## src/rtl/serial_regif_pkg.sv

```systemverilog
`timescale 1ns/1ps
package serial_regif_pkg;
  localparam int ADDR_W = 4;
  localparam int BYTE_W = 8;

  typedef enum logic [2:0] {
    ST_INSTR,
    ST_WR,
    ST_RD_WAIT,
    ST_RD,
    ST_RD_OFF
  } sif_state_e;

  // holes in the map: 3, 6, 7, 11, 15
  function automatic logic addr_reserved(input logic [ADDR_W-1:0] a);
    return (a[1:0] == 2'b11) || (a == 4'd6);
  endfunction

  function automatic logic addr_is_cmd(input logic [ADDR_W-1:0] a);
    return (a == 4'd4) || (a == 4'd5);
  endfunction

  function automatic logic [1:0] nbytes_m1(input logic [1:0] mb);
    return (mb == 2'b11) ? 2'd2 : mb;
  endfunction

  function automatic logic [ADDR_W-1:0] step_addr(input logic [ADDR_W-1:0] a, input logic dec);
    return dec ? a - 4'd1 : a + 4'd1;
  endfunction
endpackage

```

## src/rtl/serial_regif_sync.sv

```systemverilog
`timescale 1ns/1ps
module serial_regif_sync #(
  parameter int             STAGES  = 2,
  parameter int             W       = 1,
  parameter logic [W-1:0]   RST_VAL = '0
) (
  input  logic         clk_i,
  input  logic         rst_ni,
  input  logic [W-1:0] d_i,
  output logic [W-1:0] q_o
);
  logic [W-1:0] stage_q [STAGES];

  for (genvar g = 0; g < STAGES; g++) begin : g_stage
    always_ff @(posedge clk_i or negedge rst_ni) begin
      if (!rst_ni) stage_q[g] <= RST_VAL;
      else if (g == 0) stage_q[g] <= d_i;
      else stage_q[g] <= stage_q[(g == 0) ? 0 : g-1];
    end
  end

  assign q_o = stage_q[STAGES-1];
endmodule

```

## src/rtl/serial_regif_timer.sv

```systemverilog
`timescale 1ns/1ps
module serial_regif_timer #(
  parameter int LIMIT = 250000
) (
  input  logic clk_i,
  input  logic rst_ni,
  input  logic run_i,
  input  logic kick_i,
  output logic expire_o
);
  localparam int CW = $clog2(LIMIT + 1);
  localparam logic [CW-1:0] LIMIT_C = CW'(LIMIT);

  logic [CW-1:0] cnt_q;

  always_ff @(posedge clk_i or negedge rst_ni) begin
    if (!rst_ni) cnt_q <= '0;
    else if (!run_i || kick_i) cnt_q <= '0;
    else if (cnt_q != LIMIT_C) cnt_q <= cnt_q + 1'b1;
  end

  assign expire_o = run_i && !kick_i && (cnt_q == LIMIT_C);
endmodule

```

## src/rtl/serial_regif.sv

```systemverilog
`timescale 1ns/1ps
module serial_regif
  import serial_regif_pkg::*;
#(
  parameter int SYNC_STAGES = 2,
  parameter int OE_ON_CYC   = 9,
  parameter int OE_OFF_CYC  = 5,
  parameter int TIMEOUT_CYC = 250000
) (
  input  logic              clk_i,
  input  logic              rst_ni,
  input  logic              sclk_i,
  input  logic              cs_ni,
  input  logic              sdio_i,
  output logic              sdio_o,
  output logic              sdio_oe_o,
  input  logic              byte_rev_i,
  input  logic              lsb_first_i,
  output logic [ADDR_W-1:0] reg_addr_o,
  output logic              reg_we_o,
  output logic [BYTE_W-1:0] reg_wdata_o,
  input  logic [BYTE_W-1:0] reg_rdata_i
);
  // edge seen SYNC_STAGES+1 cycles after the pin, acted on one later
  localparam int ON_WAIT  = OE_ON_CYC  - SYNC_STAGES - 2;
  localparam int OFF_WAIT = OE_OFF_CYC - SYNC_STAGES - 2;
  localparam int DLY_MAX  = (ON_WAIT > OFF_WAIT) ? ON_WAIT : OFF_WAIT;
  localparam int DLY_W    = (DLY_MAX < 2) ? 1 : $clog2(DLY_MAX + 1);

  logic [2:0] sync_q;
  logic       sclk_s, sdio_s, cs_s, sclk_d;
  logic       rise_ok, fall_ok, idle_expire, tmr_run;

  sif_state_e        state_q;
  logic [2:0]        bit_cnt_q;
  logic [1:0]        left_q;
  logic [ADDR_W-1:0] addr_q, waddr_q;
  logic [BYTE_W-1:0] sh_q, wdata_q, rd_byte_q;
  logic [DLY_W-1:0]  dly_q;
  logic              oe_q, out_q, we_q;

  logic [BYTE_W-1:0] instr_nxt, data_nxt, rd_now;
  logic              dec;

  serial_regif_sync #(
    .STAGES (SYNC_STAGES),
    .W      (3),
    .RST_VAL(3'b100)
  ) u_sync (
    .clk_i (clk_i),
    .rst_ni(rst_ni),
    .d_i   ({cs_ni, sdio_i, sclk_i}),
    .q_o   (sync_q)
  );
  assign {cs_s, sdio_s, sclk_s} = sync_q;

  always_ff @(posedge clk_i or negedge rst_ni) begin
    if (!rst_ni) sclk_d <= 1'b0;
    else sclk_d <= sclk_s;
  end

  assign rise_ok = !sclk_d &&  sclk_s && !cs_s;
  assign fall_ok =  sclk_d && !sclk_s && !cs_s;

  assign tmr_run = (state_q != ST_INSTR) || (bit_cnt_q != 3'd0);

  serial_regif_timer #(.LIMIT(TIMEOUT_CYC)) u_timer (
    .clk_i   (clk_i),
    .rst_ni  (rst_ni),
    .run_i   (tmr_run),
    .kick_i  (rise_ok || fall_ok),
    .expire_o(idle_expire)
  );

  assign instr_nxt = {sh_q[BYTE_W-2:0], sdio_s};
  assign data_nxt  = lsb_first_i ? {sdio_s, sh_q[BYTE_W-1:1]} : instr_nxt;
  assign rd_now    = addr_reserved(addr_q) ? '0 : reg_rdata_i;
  // command word writes always walk upward
  assign dec       = byte_rev_i && !((state_q == ST_WR) && addr_is_cmd(addr_q));

  function automatic logic pick(input logic [BYTE_W-1:0] b, input logic [2:0] i, input logic lsbf);
    return lsbf ? b[i] : b[3'd7 - i];
  endfunction

  always_ff @(posedge clk_i or negedge rst_ni) begin
    if (!rst_ni) begin
      state_q   <= ST_INSTR;
      bit_cnt_q <= '0;
      left_q    <= '0;
      addr_q    <= '0;
      waddr_q   <= '0;
      sh_q      <= '0;
      wdata_q   <= '0;
      rd_byte_q <= '0;
      dly_q     <= '0;
      oe_q      <= 1'b0;
      out_q     <= 1'b0;
      we_q      <= 1'b0;
    end else begin
      we_q <= 1'b0;
      if (idle_expire) begin
        state_q   <= ST_INSTR;
        bit_cnt_q <= '0;
        oe_q      <= 1'b0;
      end else begin
        unique case (state_q)
          ST_INSTR: if (fall_ok) begin
            sh_q      <= instr_nxt;
            bit_cnt_q <= bit_cnt_q + 3'd1;
            if (bit_cnt_q == 3'd7) begin
              addr_q <= instr_nxt[ADDR_W-1:0];
              left_q <= nbytes_m1(instr_nxt[6:5]);
              if (instr_nxt[7]) begin
                state_q <= ST_RD_WAIT;
                dly_q   <= DLY_W'(ON_WAIT);
              end else begin
                state_q <= ST_WR;
              end
            end
          end
          ST_WR: if (fall_ok) begin
            sh_q      <= data_nxt;
            bit_cnt_q <= bit_cnt_q + 3'd1;
            if (bit_cnt_q == 3'd7) begin
              we_q    <= !addr_reserved(addr_q);
              waddr_q <= addr_q;
              wdata_q <= data_nxt;
              addr_q  <= step_addr(addr_q, dec);
              if (left_q == 2'd0) state_q <= ST_INSTR;
              else left_q <= left_q - 2'd1;
            end
          end
          ST_RD_WAIT: begin
            if (dly_q == '0) begin
              oe_q    <= 1'b1;
              state_q <= ST_RD;
            end else begin
              dly_q <= dly_q - 1'b1;
            end
          end
          ST_RD: begin
            if (rise_ok) begin
              if (bit_cnt_q == 3'd0) begin
                rd_byte_q <= rd_now;
                out_q     <= pick(rd_now, 3'd0, lsb_first_i);
              end else begin
                out_q <= pick(rd_byte_q, bit_cnt_q, lsb_first_i);
              end
            end
            if (fall_ok) begin
              bit_cnt_q <= bit_cnt_q + 3'd1;
              if (bit_cnt_q == 3'd7) begin
                addr_q <= step_addr(addr_q, dec);
                if (left_q == 2'd0) begin
                  state_q <= ST_RD_OFF;
                  dly_q   <= DLY_W'(OFF_WAIT);
                end else begin
                  left_q <= left_q - 2'd1;
                end
              end
            end
          end
          ST_RD_OFF: begin
            if (dly_q == '0) begin
              oe_q    <= 1'b0;
              state_q <= ST_INSTR;
            end else begin
              dly_q <= dly_q - 1'b1;
            end
          end
          default: state_q <= ST_INSTR;
        endcase
      end
    end
  end

  assign sdio_o      = out_q;
  assign sdio_oe_o   = oe_q;
  assign reg_we_o    = we_q;
  assign reg_wdata_o = wdata_q;
  assign reg_addr_o  = we_q ? waddr_q : addr_q;
endmodule

```

## config.mk

```make
export PLATFORM = sky130hd
export DESIGN_NAME = serial_regif
export DESIGN_NICKNAME = d
export VERILOG_FILES = /design/src/rtl/serial_regif_pkg.sv /design/src/rtl/serial_regif_sync.sv /design/src/rtl/serial_regif_timer.sv /design/src/rtl/serial_regif.sv
export SDC_FILE = /design/constraint.sdc
export NUM_CORES = 1
export LEC_CHECK = 0
export ABC_AREA = 1
export BUFFER_PORTS_ARGS = -buffer_cell sky130_fd_sc_hd__buf_4
export CAP_MARGIN = 20
export CORE_MARGIN = 2
export CORE_UTILIZATION = 42
export CTS_CLUSTER_SIZE = 16
export DETAILED_ROUTE_END_ITERATION = 10
export HOLD_SLACK_MARGIN = 0.03
export PLACE_DENSITY_LB_ADDON = 0.3
export SYNTH_ARGS = -nofsm -noshare
export SYNTH_HDL_FRONTEND = slang
export SYNTH_SLANG_ARGS = --single-unit
export TNS_END_PERCENT = 20
```

## constraint.sdc

```tcl
create_clock -name clk_i -period 2.45 [get_ports clk_i]
set_clock_uncertainty 0.05 [all_clocks]
set_input_delay 0.3675 -clock clk_i [delete_from_list [all_inputs] [get_ports clk_i]]
set_output_delay 0.3675 -clock clk_i [all_outputs]
set_load 0.05 [all_outputs]
```

==> run_results.csv <==
group,metric,value,unit
final_layout,fin_nets,568,
die,start_util,42.7,%
cts,cts_tree,"yes",
yosys,synth_seq_cells,71,
sta,rsz0062_at_grt,"false",
sta,fmax,454,MHz
final_layout,fill_cells,882,
final_layout,layout_common_cells,"nand2_1, dfrtp_1, inv_1, o21ai_0, nor2_1",
global_route,grt_pass1_vias,3159,
yosys,syn-mean-instance-area,7.67,um^2
global_route,grt_use_met1,23.3,%
yosys,synth_warnings,0,
sta,setup_viol,0,
sta,slew_headroom,40.0,%
worst_setup_path,critical_path.max_fanout,9,
cts,holdBufCountCts,0,
power,powerDensity,1100,nW/um^2
route,ant_nets,0,
die,num_io_pins,30,
route,wl_per_cell,12.3,um
final_layout,area_growth,14.0,%
die,die_width,100,um
final_layout,insertedDiodeCount,0,
route,vias,3363,
final_layout,multi_input_comb_area,1810,um^2
cts,cts_buffer_depth,2,
die,die_h,100,um
yosys,syn_nets,535,
final_layout,final_common_cell,"nand2_1",
global_route,grt_use_met3,3.55,%
route,drc_errors,0,
yosys,syn-cell-area,3910,um^2
worst_setup_path,cp_data_arrival_time,2.43,ns
sta,finalHoldViolations,0,
cts,h-tree-depth,3,
global_route,gr-usage-met2,28.7,%
cts,cts_buffers,9,
cts,path_clk_slew,0.08,ns
sta,drv_slew,0,
global_route,grt_busiest_layer,"met2",
yosys,synth_cells,509,
global_route,gr-usage-all-layers,17.7,%
final_layout,drive_gt1_share,13.2,%
cts,clk_latency,0.35,ns
placed_design,io_buffers,29,
placed_design,dp_hpwl,5730,um
placed_design,dpl_cell_area,4230,um^2
power,power,4.91,mW
route,drtIter0Drc,126,
final_layout,final_util,48.6,%
final_layout,final_area,4450,um^2
yosys,ys_types,34,
yosys,seq_area_frac_synth,45.5,%
worst_setup_path,cp.required,2.67,ns
worst_setup_path,path_class,"flop to flop",
route,routed_via_density,5.11,
route,first_pass_iters,5,
final_layout,register_area,1780,um^2
power,irDropWorstVdd,0.000449,V
die,core,9150,um^2
sta,hold_slack,0.0666,ns
cts,cts_sinks,71,
die,rows,35,
min_path,min_path_type,"input port to asynchronous set/reset pin",
worst_setup_path,endpoint_kind,"flop",
die,die-area,10100,um^2
route,drt-total-wl,8120,um
global_route,grt_max_degree,72,
sta,tightest_slew,0.900,ns
sta,fin_crit,2.20,ns
cts,post_cts_buffers,0,
global_route,antenna_found_initial,0,
run,drv_cap,0,
global_route,grt_pass1_wl,14300,um
global_route,grt_overflow,0,
placed_design,gp_congestion,0.886,
outcome,status,"finished clean",
cts,cts-root-buf,"clkbuf_8",
worst_setup_path,start_kind,"flop",
power,p_leak,2.20,nW
sta,final.setup.tns,0,ns
sta,min_period_over_period,90.0,%
what timing repair did:
item | in CTS | in global routing
endpoints found under the setup margin | 0 | 1
resized for setup | 0 | 1
endpoints found under the hold margin | 0 | 0
final timing paths:
path / from / slack (ns) / cells after the start / to
setup / recovery: state_q[2] / 0.25 / 14 / addr_q[3]
setup reg to reg: state_q[2] / 0.25 / 14 / addr_q[3]
hold / removal: rst_ni / 0.07 / 1 / reg_wdata_o[4]
max in group asynchronous: rst_ni / 1.67 / 1 / u_timer.cnt_q[3]
hold reg to reg: u_sync.stage_q[4] / 0.30 / 0 / u_sync.q_o[1]
min in group clk_i: sdio_i / 0.07 / 1 / u_sync.stage_q[4]
logic make-up after synthesis:
family,after synthesis,share of synthesized area [%]
fa+ha+maj,11,3.72
xor+xnor,3,0.673
compound gates,95,12.9
simple gates,251,29.1
flops,71,45.5
buf+inv,78,8.14
cells in the mapped netlist:
cell type    n  area (um^2)
nor2_1      50          188
nor2_2       2         12.5
nand3b_4     1         20.0
inv_1       63          236
and3_1       1         6.26
nand2_1    130          488
buf_4        1         7.51
nand4_2      3         37.5
nand3_1     44          220
buf_6        2         22.5
o211ai_1     8         60.1
nand2_2      1         6.26
a31oi_1      2         12.5
or2_2        1         6.26
a211oi_1     1         7.51
nor3b_2      1         12.5
clkbuf_1     3         11.3
o21ai_1      2         10.0
nand3_2      4         40.0
fa_1         1         20.0
nand4_1      6         37.5
a21oi_1     18         90.1
dfrtp_1     69         1730
nor2_4       4         45.0
dfstp_2      2         52.6
clkinv_1     1         3.75
o21ai_0     63          315
xnor2_1      2         17.5
buf_2        5         25.0
inv_2        3         11.3
xor2_1       1         8.76
a21boi_0     1         7.51
nor3_1       3         15.0
ha_1        10          125
final cells by class:
class                      count  area share [%]
clock buffer                   9            2.78
tap                          111            3.12
inverter                      67            5.65
clock inverter                 7            2.19
multi-input combinational    360            40.7
timing repair buffer          33            5.56
sequential                    71            40.0
routing by layer:
metal | wire length (um) | vias to the layer above | share of wire, %
li1 | - | 1720 | -
met1 | 3950 | 1574 | 49
met5 | 0 | - | 0
met3 | 251 | 12 | 3.1
met4 | 114 | 0 | 1.4
met2 | 3810 | 57 | 47
worst max-delay path: stages (launching register included):
cell and delay [ns]:
dfrtp_1 0.45, inv_2 0.10, nand2_2 0.14, nor2_4 0.13, nand2_1 0.06, nand2_1 0.13
inv_1 0.09, ha_1 0.34, a21oi_2 0.18, nand2_1 0.07, nand2_1 0.08, nand3_1 0.08
nand2_1 0.06, nor2_1 0.04, o21ai_0 0.14
power by group:
| group | switching (mW) | internal [mW] | leakage [nW] |
|---|---|---|---|
| clock | 0.459 | 0.574 | 0.105 |
| sequential | 0.282 | 1.48 | 0.851 |
| combinational | 1.41 | 0.702 | 1.25 |
sequential cells by signal, indices dropped and copies added, names as in the netlist, 2 cells and up:
name / cells
sh_q: 8
waddr_q: 4
reg_wdata_o: 8
u_sync.q_o: 3
state_q: 3
u_timer.cnt_q: 18
addr_q: 4
left_q: 2
bit_cnt_q: 3
rd_byte_q: 8
u_sync.stage_q: 3
dly_q: 3
metrics by stage:
| stage | worst slack, ns | std cells |
|---|---|---|
| final | 0.245 | 658 |
| after global routing | 0.0306 | 658 |
| after CTS | 0.222 | 658 |
| after detailed placement | 0.244 | 642 |
| after global placement | 0.392 | 642 |
| after floorplan | 0.237 | 509 |
Power figures use the tool's default switching activity.
